<file path="src/rtl/rstboot_pkg.sv">
package rstboot_pkg;
    typedef enum logic [1:0] {
        CAUSE_NONE = 2'd0,
        CAUSE_PIN  = 2'd1,
        CAUSE_SW   = 2'd2,
        CAUSE_WDT  = 2'd3
    } rst_cause_e;
endpackage

</file>
<file path="src/rtl/rstboot_pin_filter.sv">
// Synchronises the reset pin and requires a run of low samples before
// declaring a pin reset; any high sample restarts the run.
module rstboot_pin_filter #(
    parameter int FILT_CYC    = 5,
    parameter int SYNC_STAGES = 2
) (
    input  logic clk,
    input  logic por_n,
    input  logic pin_n,
    output logic pin_active
);
    localparam int CW = $clog2(FILT_CYC + 1);
    localparam logic [CW-1:0] CNT_LOAD = CW'(FILT_CYC);

    typedef struct packed {
        logic [SYNC_STAGES-1:0] sync;
        logic [CW-1:0]          cnt;
    } filt_t;

    filt_t st_d, st_q;
    logic  pin_s;

    assign pin_s = st_q.sync[SYNC_STAGES-1];

    always_comb begin
        st_d = st_q;
        st_d.sync = {st_q.sync[SYNC_STAGES-2:0], pin_n};
        if (pin_s) begin
            st_d.cnt = CNT_LOAD;
        end else if (st_q.cnt != '0) begin
            st_d.cnt = st_q.cnt - 1'b1;
        end
    end

    always_ff @(posedge clk or negedge por_n) begin
        if (!por_n) begin
            st_q.sync <= '1;
            st_q.cnt  <= CNT_LOAD;
        end else begin
            st_q <= st_d;
        end
    end

    assign pin_active = !pin_s && (st_q.cnt == '0);
endmodule

</file>
<file path="src/rtl/rstboot_seq.sv">
// Reset sequencer: settling window, cause record, indication state.
module rstboot_seq
    import rstboot_pkg::*;
#(
    parameter int HOLD_CYC = 8
) (
    input  logic       clk,
    input  logic       por_n,
    input  logic       pin_active,
    input  logic       sw_req,
    input  logic       wdt_req,
    input  logic       ind_on_soft,
    input  logic       ind_auto_rel,
    input  logic       ind_sw_release,
    input  logic       init_done_cmd,
    output logic       in_rst,
    output logic       ind_hold,
    output logic       exit_strobe,
    output rst_cause_e cause
);
    localparam int HW = $clog2(HOLD_CYC + 1);
    localparam logic [HW-1:0] HOLD_LOAD = HW'(HOLD_CYC);

    typedef struct packed {
        logic        in_rst;
        logic [HW-1:0] hold;
        logic        ind;
        rst_cause_e  cause;
    } seq_t;

    seq_t st_d, st_q;
    logic soft_req;
    logic any_src;
    logic leaving;

    assign soft_req = sw_req | wdt_req;
    assign any_src  = pin_active | soft_req;
    assign leaving  = st_q.in_rst && !any_src && (st_q.hold == '0);

    always_comb begin
        st_d = st_q;
        // settling window
        if (any_src) begin
            st_d.in_rst = 1'b1;
            st_d.hold   = HOLD_LOAD;
        end else if (st_q.in_rst) begin
            if (st_q.hold == '0) begin
                st_d.in_rst = 1'b0;
            end else begin
                st_d.hold = st_q.hold - 1'b1;
            end
        end
        // cause record with fixed priority
        if (pin_active) begin
            st_d.cause = CAUSE_PIN;
        end else if (wdt_req) begin
            st_d.cause = CAUSE_WDT;
        end else if (sw_req) begin
            st_d.cause = CAUSE_SW;
        end
        // indication: set beats release, release only outside reset
        if (pin_active || (soft_req && ind_on_soft)) begin
            st_d.ind = 1'b1;
        end else if (st_q.in_rst) begin
            if (leaving && ind_auto_rel) begin
                st_d.ind = 1'b0;
            end
        end else if (init_done_cmd || ind_sw_release) begin
            st_d.ind = 1'b0;
        end
    end

    always_ff @(posedge clk or negedge por_n) begin
        if (!por_n) begin
            st_q.in_rst <= 1'b1;
            st_q.hold   <= HOLD_LOAD;
            st_q.ind    <= 1'b1;
            st_q.cause  <= CAUSE_NONE;
        end else begin
            st_q <= st_d;
        end
    end

    assign in_rst      = st_q.in_rst;
    assign ind_hold    = st_q.ind;
    assign exit_strobe = leaving;
    assign cause       = st_q.cause;
endmodule

</file>
<file path="src/rtl/rstboot_cfg_latch.sv">
// Captures boot configuration on the edge that ends reset.
module rstboot_cfg_latch #(
    parameter int BUS_W = 8
) (
    input  logic             clk,
    input  logic             por_n,
    input  logic             capture,
    input  logic             ext_access_pin,
    input  logic [BUS_W-1:0] bus_pins,
    input  logic             rd_pin,
    input  logic             ale_pin,
    input  logic             wr_pin,
    output logic             boot_ext,
    output logic [BUS_W:0]   boot_cfg
);
    localparam int CFG_W = BUS_W + 1;

    typedef struct packed {
        logic             ext;
        logic [CFG_W-1:0] cfg;
    } cfg_t;

    cfg_t st_d, st_q;
    logic [CFG_W-1:0] int_sel;

    always_comb begin
        int_sel      = '0;
        int_sel[2:0] = {rd_pin, ale_pin, wr_pin};
    end

    always_comb begin
        st_d = st_q;
        if (capture) begin
            st_d.ext = !ext_access_pin;
            st_d.cfg = ext_access_pin ? int_sel : {bus_pins, rd_pin};
        end
    end

    always_ff @(posedge clk or negedge por_n) begin
        if (!por_n) begin
            st_q <= '0;
        end else begin
            st_q <= st_d;
        end
    end

    assign boot_ext = st_q.ext;
    assign boot_cfg = st_q.cfg;
endmodule

</file>
<file path="src/rtl/rstboot_ctrl.sv">
module rstboot_ctrl
    import rstboot_pkg::*;
#(
    parameter int FILT_CYC = 5,
    parameter int HOLD_CYC = 8,
    parameter int BUS_W    = 8
) (
    input  logic             clk,
    input  logic             por_n,
    input  logic             rst_pin_n,
    input  logic             sw_rst_req,
    input  logic             wdt_rst_req,
    input  logic             ind_on_soft,
    input  logic             ind_auto_rel,
    input  logic             ind_sw_release,
    input  logic             init_done_cmd,
    input  logic             ext_access_pin,
    input  logic [BUS_W-1:0] bus_cfg_pins,
    input  logic             rd_pin,
    input  logic             ale_pin,
    input  logic             wr_pin,
    output logic             sys_rst,
    output logic             rst_ind_n,
    output logic [1:0]       rst_cause,
    output logic             boot_ext,
    output logic [BUS_W:0]   boot_cfg
);
    logic       pin_active;
    logic       ind_hold;
    logic       exit_strobe;
    rst_cause_e cause;

    rstboot_pin_filter #(.FILT_CYC(FILT_CYC), .SYNC_STAGES(2)) u_filt (
        .clk        (clk),
        .por_n      (por_n),
        .pin_n      (rst_pin_n),
        .pin_active (pin_active)
    );

    rstboot_seq #(.HOLD_CYC(HOLD_CYC)) u_seq (
        .clk            (clk),
        .por_n          (por_n),
        .pin_active     (pin_active),
        .sw_req         (sw_rst_req),
        .wdt_req        (wdt_rst_req),
        .ind_on_soft    (ind_on_soft),
        .ind_auto_rel   (ind_auto_rel),
        .ind_sw_release (ind_sw_release),
        .init_done_cmd  (init_done_cmd),
        .in_rst         (sys_rst),
        .ind_hold       (ind_hold),
        .exit_strobe    (exit_strobe),
        .cause          (cause)
    );

    rstboot_cfg_latch #(.BUS_W(BUS_W)) u_cfg (
        .clk            (clk),
        .por_n          (por_n),
        .capture        (exit_strobe),
        .ext_access_pin (ext_access_pin),
        .bus_pins       (bus_cfg_pins),
        .rd_pin         (rd_pin),
        .ale_pin        (ale_pin),
        .wr_pin         (wr_pin),
        .boot_ext       (boot_ext),
        .boot_cfg       (boot_cfg)
    );

    // pin low reaches the indication output without a clock edge
    assign rst_ind_n = rst_pin_n & ~ind_hold;
    assign rst_cause = cause;
endmodule

</file>
<file path="config.mk">
export PLATFORM = sky130hd
export DESIGN_NAME = rstboot_ctrl
export DESIGN_NICKNAME = d
export VERILOG_FILES = /design/src/rtl/rstboot_pkg.sv /design/src/rtl/rstboot_pin_filter.sv /design/src/rtl/rstboot_seq.sv /design/src/rtl/rstboot_cfg_latch.sv /design/src/rtl/rstboot_ctrl.sv
export SDC_FILE = /design/constraint.sdc
export NUM_CORES = 1
export LEC_CHECK = 0
export CORE_MARGIN = 2
export CORE_UTILIZATION = 41
export CTS_BUF_LIST = sky130_fd_sc_hd__clkbuf_4 sky130_fd_sc_hd__clkbuf_8 sky130_fd_sc_hd__clkbuf_16
export DETAILED_ROUTE_END_ITERATION = 16
export GPL_ROUTABILITY_DRIVEN = 0
export PLACE_DENSITY = 0.81
export SYNTH_ARGS = -nofsm -noshare
export SYNTH_HDL_FRONTEND = slang
export SYNTH_SLANG_ARGS = --single-unit
</file>
<file path="constraint.sdc">
create_clock -name clk -period 1.56 [get_ports clk]
set_clock_uncertainty 0.05 [all_clocks]
set_input_delay 0.39 -clock clk [delete_from_list [all_inputs] [get_ports clk]]
set_output_delay 0.39 -clock clk [all_outputs]
set_load 0.01 [all_outputs]
</file>
After elaboration in Yosys (flattened, before gate mapping)

Index checks and enable logic that the tools add are counted.

Register bits: 23
Bits in latches: 0
RAM bits: 0
Memory bits (read-only): 0
Input bits: 21
Output and inout port bits: 14
Memories: 0

Add/subtract/negate cells: 2
Multipliers: 0
Div/mod/pow operators: 0
Order comparisons: 0
Eq/ne operators: 2
Shift operators: 0
Multiplexer cells: 14
Bitwise logic cells: 4
Reductions and logical operators: 19

Operators with widths:

| kind                  | count |
|---|---|
| $mux W5               | 2 |
| $mux W9               | 1 |
| $reduce_bool A3 Y1    | 3 |
| $mux W2               | 3 |
| $mux W3               | 2 |
| $logic_and A1 B1 Y1   | 5 |
| $mux W1               | 5 |
| $logic_not A4 Y1      | 1 |
| $mux W4               | 1 |
| $reduce_and A2 Y1     | 2 |
| $reduce_bool A2 Y1    | 2 |
| $sub A4 B1 Y4 const B | 1 |
| $logic_not A1 Y1      | 3 |
| $logic_not A3 Y1      | 1 |
| $ne A3 B3 Y1 const B  | 1 |
| $sub A3 B1 Y3 const B | 1 |
| $logic_or A1 B1 Y1    | 2 |
| $ne A2 B1 Y1 const B  | 1 |
| $or A1 B1 Y1          | 2 |
| $and A1 B1 Y1         | 1 |
| $not A1 Y1            | 1 |

Logic depth before layout (Yosys ltp)

Gate-level depths: netlist (run 1).

Word-level depth: 10
Gate-level depth with buffers: 6
Depth with buffers taken out: 5

Hierarchy

Synthesis (run 1) repeated with hierarchy kept, for this count alone.

Cell total of the unflattened synthesis: 102
Area total of the unflattened synthesis: 1161.1 µm²

By module, submodules not included:

| module             | times used | cells an instance | area an instance (µm²) | seq. area each (µm²) |
|---|---|---|---|---|
| rstboot_cfg_latch  | 1          | 42                | 490.5                  | 250.2 |
| rstboot_seq        | 1          | 40                | 420.4                  | 203.9 |
| rstboot_pin_filter | 1          | 19                | 236.5                  | 130.1 |
| rstboot_ctrl       | 1          | 1                 | 13.8                   | 0.0 |

Worst setup path after synthesis (run 1)

No wires, ideal clock.

Kind: flip-flop to flip-flop
From: register u_filt.st_q[0] (netlist name)
To: register u_cfg.st_q (netlist bit u_cfg.boot_cfg[0])
Data arrival time: 1507 ps
Data required time: 1385 ps
Setup slack: -122 ps
Stages on the path, launching flop included: 7
Buffers on the path: 1
Clock period less this slack: 1682 ps
Cells stage by stage: dfstp_2 -> inv_1 -> ha_1 -> or3b_1 -> buf_2 -> nand3_4 -> mux2_2

Longest elaborated chain between the ends: 6

Ends and longest elaborated chain:

| item                             | line                     | RTL |
|---|---|---|
| start, declared                  | rstboot_pin_filter.sv:20 | `filt_t st_d, st_q;` |
| start signal, assigned           | rstboot_pin_filter.sv:40 | `st_q <= st_d;` |
| $logic_not A3 Y1                 | rstboot_pin_filter.sv:44 | `assign pin_active = !pin_s && (st_q.cnt == '0);` |
| $logic_and A1 B1 Y1              | rstboot_pin_filter.sv:44 |  |
| $or A1 B1 Y1                     | rstboot_seq.sv:37        | `assign any_src = pin_active \| soft_req;` |
| $logic_not A1 Y1                 | rstboot_seq.sv:38        | `assign leaving = st_q.in_rst && !any_src && (st_q.hold == '0);` |
| $logic_and A1 B1 Y1 (2 in a row) | rstboot_seq.sv:38        |  |
| end signal, assigned             | rstboot_cfg_latch.sv:43  | `st_q <= st_d;` |
| end, declared                    | rstboot_cfg_latch.sv:23  | `cfg_t st_d, st_q;` |

No other way between the ends.
A chain may end at the register's enable or synchronous reset.

Final worst setup path (run 1)

From: register u_filt.st_q[1] (netlist name)
To: register u_cfg.st_q (netlist bit u_cfg.boot_cfg[5])

Same word-level chain as after synthesis.

==> results of run 1 <==
## cell type report
class | instances | area (um^2) | share of cell area
clock buffers | 4 | 30.0 | 0.0168
inverters | 7 | 28.8 | 0.0161
multi-input cells | 58 | 584 | 0.327
flip-flops and latches | 23 | 584 | 0.327
well taps | 30 | 37.5 | 0.0210
repair buffers | 59 | 522 | 0.292
## Yosys cell counts, drive strengths merged, types with 2 or more instances
cell and n:
nand3 2, or3b 2, o211ai 2, a21oi 4, nor2 4, mux2 12
dfrtp 16, ha 3, dfstp 7, nor2b 7, a21o 2, nand2 3
buf 5, inv 7, and3 2
## flip-flops by register name, indices dropped and copies added (netlist names)
register and flops:
u_seq.ind_hold 1, u_seq.in_rst 1, u_seq.st_q 4, u_filt.st_q 3, u_cfg.boot_cfg 9, u_filt.pin_s 1, u_filt.st_d 1, u_seq.cause 2
u_cfg.boot_ext 1
## worst max path at each step
| stage | from | end | cells after the start |
|---|---|---|---|
| floorplan | u_filt.st_q[0] | u_cfg.boot_cfg[0] | 6 |
| global placement | rst_pin_n | rst_ind_n | 3 |
| detailed placement | rst_pin_n | rst_ind_n | 3 |
| CTS | u_filt.st_q[1] | u_cfg.boot_cfg[5] | 6 |
| global route | u_filt.st_q[0] | u_cfg.boot_cfg[5] | 6 |
| finish | u_filt.st_q[1] | u_cfg.boot_cfg[5] | 6 |
## kinds of logic after synthesis
logic type	Yosys count	share of synthesized area
AND/OR/NAND/NOR	25	0.145
flip-flops	23	0.528
AO/OA/AOI/OAI	15	0.0905
buffers and inverters	13	0.0554
multiplexers	13	0.131
adder cells (fa/ha/maj)	3	0.0339
XOR/XNOR	2	0.0158
## report_power, final
group / switching [W] / internal (W) / leakage, nW / total (W)
Sequential: 0.0000709 / 0.000725 / 0.275 / 0.000796
Clock: 0.000182 / 0.000118 / 0.0184 / 0.000299
Combinational: 0.000256 / 0.000405 / 0.550 / 0.000661
Total: 0.000508 / 0.00125 / 0.844 / 0.00176
## worst max-delay path, delay by kind of cell (launching register included)
| family | cells | cell delay, ps |
|---|---|---|
| and+or+nand+nor | 2 | 490 |
| adders and majority gates | 1 | 130 |
| buffers and inverters | 2 | 220 |
| muxes | 1 | 300 |
| DFF | 1 | 410 |
## layout by cell type, fill, tap and decap left out, types with 3 or more instances in the layout
| master | count |
|---|---|
| dfrtp_1 | 16 |
| inv_2 | 3 |
| mux2_2 | 3 |
| clkdlybuf4s50_1 | 19 |
| mux2_4 | 9 |
| inv_1 | 3 |
| dfstp_2 | 7 |
| clkbuf_4 | 4 |
| nor2b_1 | 7 |
| dlygate4sd2_1 | 13 |
| buf_4 | 22 |
| nor2_1 | 4 |
## metal layers
metal  vias up  routed length [um]
met5         -                   0
met4         0                  42
met3         4                  84
met2        13                1560
met1       454                1020
li1        434                   -
## metrics by stage
stage | instances | hold slack, ps | instance area, um^2 | util | setup WS (ps)
after floorplan | 94 | 44.4 | 1110 | - | -122
after CTS | 180 | 315 | 1740 | 0.689 | -151
after detailed placement | 166 | 297 | 1550 | 0.616 | -427
after global placement | 166 | 298 | 1550 | 0.616 | -396
after global routing | 181 | 322 | 1790 | 0.708 | -189
final | 181 | 315 | 1790 | 0.708 | -153
## repair_timing
item,in CTS,in global routing
buffers inserted,10,2
endpoints found under the setup margin,28,16
resized for setup,44,11
pin swaps,3,5
==> impl_metrics.tcl, run 1 <==
set metrics [dict create \
    r2r_start "u_filt.st_q[1]" \
    r2r_end "u_cfg.boot_cfg[5]" \
    total_power_w 0.00176 \
    hp-class "flop to flop" \
    min_to "u_filt.pin_s" \
    worst_r2r_path_depth 6 \
    die_area_um2 3130 \
    routedWlPerCell_um 14.9 \
    tightest_slew_ps 294 \
    worstSetupPathType "flop to flop" \
    hold_violations 0 \
    numClockSinks 23 \
    cts-root-buf "clkbuf_4" \
    leakage_nw 0.844 \
    path_cells "inv_2, ha_4, or3b_4, nand3_4, buf_6, mux2_4" \
    drtPass1Iterations 3 \
    cp_data_required_time_ps 1730 \
    avgSynthCellArea_um2 11.8 \
    met2_usage 0.374 \
    r2r_slack_ps -150 \
    ys_types 34 \
    violations "negative setup slack" \
    fin_nets 176 \
    drv_cap 0 \
    drtAntennaViolNets 0 \
    viasPerCell 5.00 \
    drc_errors 0 \
    path_clk_slew_ps 130 \
    synth_top_area_share 0.362 \
    synth_top_flop_cell "dfrtp_1" \
    worstPathArrival_ps 1880 \
    min_delay_path_depth 0 \
    clockBufferDepth 2 \
    fin_crit_ps 1710 \
    start_util 0.438 \
    ys_ff_latch 23 \
    cp_slowest_cell "dfrtp_1" \
    core_um2 2520 \
    endpoint_kind "flop" \
    cts-hold-fix-buffers 0 \
    power.density_nw_per_um2 983 \
    ys_async_sr_fraction 1.00 \
    status "complete, but fails checks" \
    synthCells 94 \
    io_pins 35 \
    cts_buffers 3 \
    grt_max_degree 24 \
    nFillCells 186 \
    cp_max_fo 5 \
    synthTopCellsByArea "dfrtp_1, dfstp_2, mux2_2, nor2b_1, ha_1" \
    rsz0062_at_grt "true" \
    synth_area_um2 1110 \
    worstHoldStart "u_filt.st_d[4]" \
    slew_headroom 0.802 \
    totalNegativeSetupSlack_ps -1480 \
    grt_usage 0.200 \
    areaGrowthSynthToFinish_pct 61.5 \
    drive_above_1_share 0.464 \
    synth_seq_area_share 0.528 \
    vias 905 \
    drt_first_iter_violations 20 \
    drt-total-wl_mm 2.71 \
    place_hpwl_mm 1.80 \
    setup_viol 14 \
    overflow 0 \
    fp.dieH_um 55.9 \
    die_w_um 55.9 \
    max_freq_ghz 0.584 \
    synth_largest_area_cell "dfrtp_1" \
    period_share 1.10 \
    top_usage_layer "met2" \
    use_met3 0.0581 \
    synth_nets 118 \
    antenna_found_initial 0 \
    cts_tree "done" \
    peakVddDrop_v 0.000778 \
    cpPeakStageDelay_ps 410 \
    yosysWarnings 0 \
    htree_levels 1 \
    clk_latency_ps 320 \
    grt_pass1_vias 1014 \
    port_buffers 34 \
    rows 18 \
    diodes 0 \
    grt_pass1_wl_mm 4.80 \
    synth_enable_flop_cells 0 \
    slew_violations 0 \
    gr-usage-met1 0.225 \
    setup_ws_ps -153 \
    start_kind "flop" \
]
Power figures use the tool's default switching activity.
==> inputs of run 2 (changes only) <==
Settings changed: ABC_AREA from default to 1, CORE_UTILIZATION 41 to 40, PLACE_DENSITY 0.81 to 0.8, REMOVE_ABC_BUFFERS from default to 1, SLEW_MARGIN from default to 20.
==> impl_metrics.tcl, run 2 <==
set metrics [dict create \
    status "complete, no violations" \
    cp_max_fo 5 \
    min_to "u_filt.st_d[4]" \
    hold_violations 0 \
    drc_errors 0 \
    worstPathArrival_ps 1690 \
    synth_top_flop_cell "dfrtp_1" \
    routedWlPerCell_um 12.2 \
    synth_common_cells "nand2_1, dfrtp_1, o21ai_0" \
    numClockSinks 23 \
    cts_buffers 3 \
    r2r_slack_ps 40 \
    cts-hold-fix-buffers 0 \
    r2r_end "u_cfg.boot_cfg[8]" \
    stdcell_count 201 \
    place_hpwl_mm 1.79 \
    synth_most_common_cell "nand2_1" \
    ys_ff_latch 23 \
    ys_types 26 \
    path_clk_slew_ps 130 \
    fin_util 0.622 \
    ys_async_sr_fraction 1.00 \
    setup_viol 0 \
    tightest_slew_ps 282 \
    cts_tree "done" \
    synth_area_um2 1090 \
    synth_enable_flop_cells 0 \
    core_um2 2540 \
    slew_headroom 0.812 \
    grt_max_degree 24 \
    rows 18 \
    grt_usage 0.164 \
    holdWs_ps 250 \
    drt-total-wl_mm 2.45 \
    largest_register_ffs 9 \
    worstSetupPathType "flop to flop" \
    clockBufferDepth 2 \
    seqCellArea_um2 584 \
    fin_nets 196 \
    start_kind "flop" \
    worst_r2r_path_depth 7 \
    drv_cap 0 \
    min_delay_path_depth 2 \
    placed_area_um2 1510 \
    peakVddDrop_v 0.000804 \
    r2r_start "u_filt.st_q[0]" \
    htree_levels 1 \
    synthCells 122 \
    synthTopCellsByArea "dfrtp_1, dfstp_2, nand2_1, o21ai_0, inv_1" \
    drtPass1Iterations 4 \
    antenna_found_initial 0 \
    synth_top_area_share 0.366 \
    synth_largest_area_cell "dfrtp_1" \
    fin_crit_ps 1520 \
    cts-root-buf "clkbuf_4" \
    vias 972 \
    stdcell_area_um2 1580 \
    leakage_nw 0.812 \
    avgSynthCellArea_um2 8.96 \
    io_pins 35 \
    period_share 0.971 \
    hp-class "input port to flop" \
    nFillCells 226 \
    fp.dieH_um 56.3 \
    final_cell_mix "nand2_1, clkdlybuf4s50_1, dfrtp_1" \
    overflow 0 \
    drt_first_iter_violations 13 \
    diodes 0 \
    port_buffers 34 \
    start_util 0.430 \
    synth_seq_area_share 0.534 \
    viasPerCell 4.84 \
    die_w_um 56.3 \
    drtAntennaViolNets 0 \
    cp_data_required_time_ps 1730 \
    drive_above_1_share 0.216 \
    grt_pass1_vias 972 \
    die_area_um2 3170 \
    endpoint_kind "flop" \
    max_freq_ghz 0.660 \
    multi_input_area_um2 444 \
    placed_cells 191 \
    worstHoldStart "rst_pin_n" \
    clk_latency_ps 320 \
    layout_commonest_cell "nand2_1" \
    yosysWarnings 0 \
    areaGrowthSynthToFinish_pct 44.7 \
    grt_pass1_wl_mm 4.11 \
    slew_violations 0 \
    power.density_nw_per_um2 1100 \
]
-- run 2: cell count changes after synthesis, sizes merged, moves of 4 or more --
| cell | change |
|---|---|
| nand2 | +28 |
| o21ai | +15 |
| inv | +6 |
| nor2 | +4 |
| nand3 | +8 |
| mux2 | -12 |
| nor2b | -7 |
-- run 2: power by group --
group | switching [W] | leakage [nW] | internal (W) | total, W
Clock | 0.000191 | 0.0139 | 0.0000980 | 0.000289
Sequential | 0.0000877 | 0.279 | 0.000763 | 0.000851
Combinational | 0.000307 | 0.518 | 0.000299 | 0.000605
Total | 0.000586 | 0.812 | 0.00116 | 0.00175
-- run 2: final cells by class --
type | count | share of cell area
inverters | 14 | 0.0332
clock inverters | 1 | 0.00474
clock buffers | 3 | 0.0142
multi-input cells | 81 | 0.281
flip-flops and latches | 23 | 0.369
well taps | 30 | 0.0237
repair buffers | 49 | 0.274
-- run 2: timing repair --
action	in CTS	in global routing
gates cloned	0	1
pin swaps	2	2
gates resized for setup	19	8
endpoints found under the setup margin	23	14
buffers inserted	2	3
-- run 2: critical path, stage by stage (launching register included) --
cell,delay [ps]
dfstp_2,540
inv_1,70
ha_2,200
nand3_4,90
nand2_4,90
buf_4,140
o21ai_0,170
nand2_1,70
-- run 2: routing by layer --
| layer | track usage | wire, um | share of wire |
|---|---|---|---|
| met4 | 0.0238 | 0 | 0 |
| met3 | 0.0599 | 154 | 0.063 |
| met2 | 0.281 | 1200 | 0.49 |
| met1 | 0.203 | 1090 | 0.45 |
| met5 | 0 | 0 | 0 |
-- run 2: cells by family after synthesis --
| group | share of synthesized area |
|---|---|
| buf+inv | 0.0812 |
| flops | 0.534 |
| simple gates | 0.215 |
| compound gates | 0.119 |
| xor+xnor | 0.0160 |
| fa+ha+maj | 0.0343 |
-- run 2: worst max path at each step --
stage | startpoint | to | slack, ps | cells past startpoint
after floorplan | u_filt.st_q[0] | u_seq.ind_hold | 50 | 8
after global placement | rst_pin_n | rst_ind_n | -390 | 4
after detailed placement | rst_pin_n | rst_ind_n | -390 | 4
after CTS | rst_pin_n | rst_ind_n | 7 | 4
after global routing | u_filt.st_q[0] | u_seq.ind_hold | -20 | 9
final | u_filt.st_q[0] | u_cfg.boot_cfg[8] | 40 | 7
-- run 2: per-stage QoR --
step / setup TNS, ps / total power, W / worst slack [ps]
4_1_cts: 0 / 0.00173 / 7.28
3_5_place_dp: -1550 / 0.00151 / -393
6_report: 0 / 0.00175 / 44.5
2_1_floorplan: 0 / 0.00114 / 47.8
3_3_place_gp: -1060 / 0.00149 / -386
5_1_grt: -22.2 / 0.00187 / -15.3
==> inputs of run 3 (changes only) <==
Settings changed: SLEW_MARGIN 20 to default.
==> results of run 3 <==
The final DEF is identical to that of run 2; final timing and power are the same.
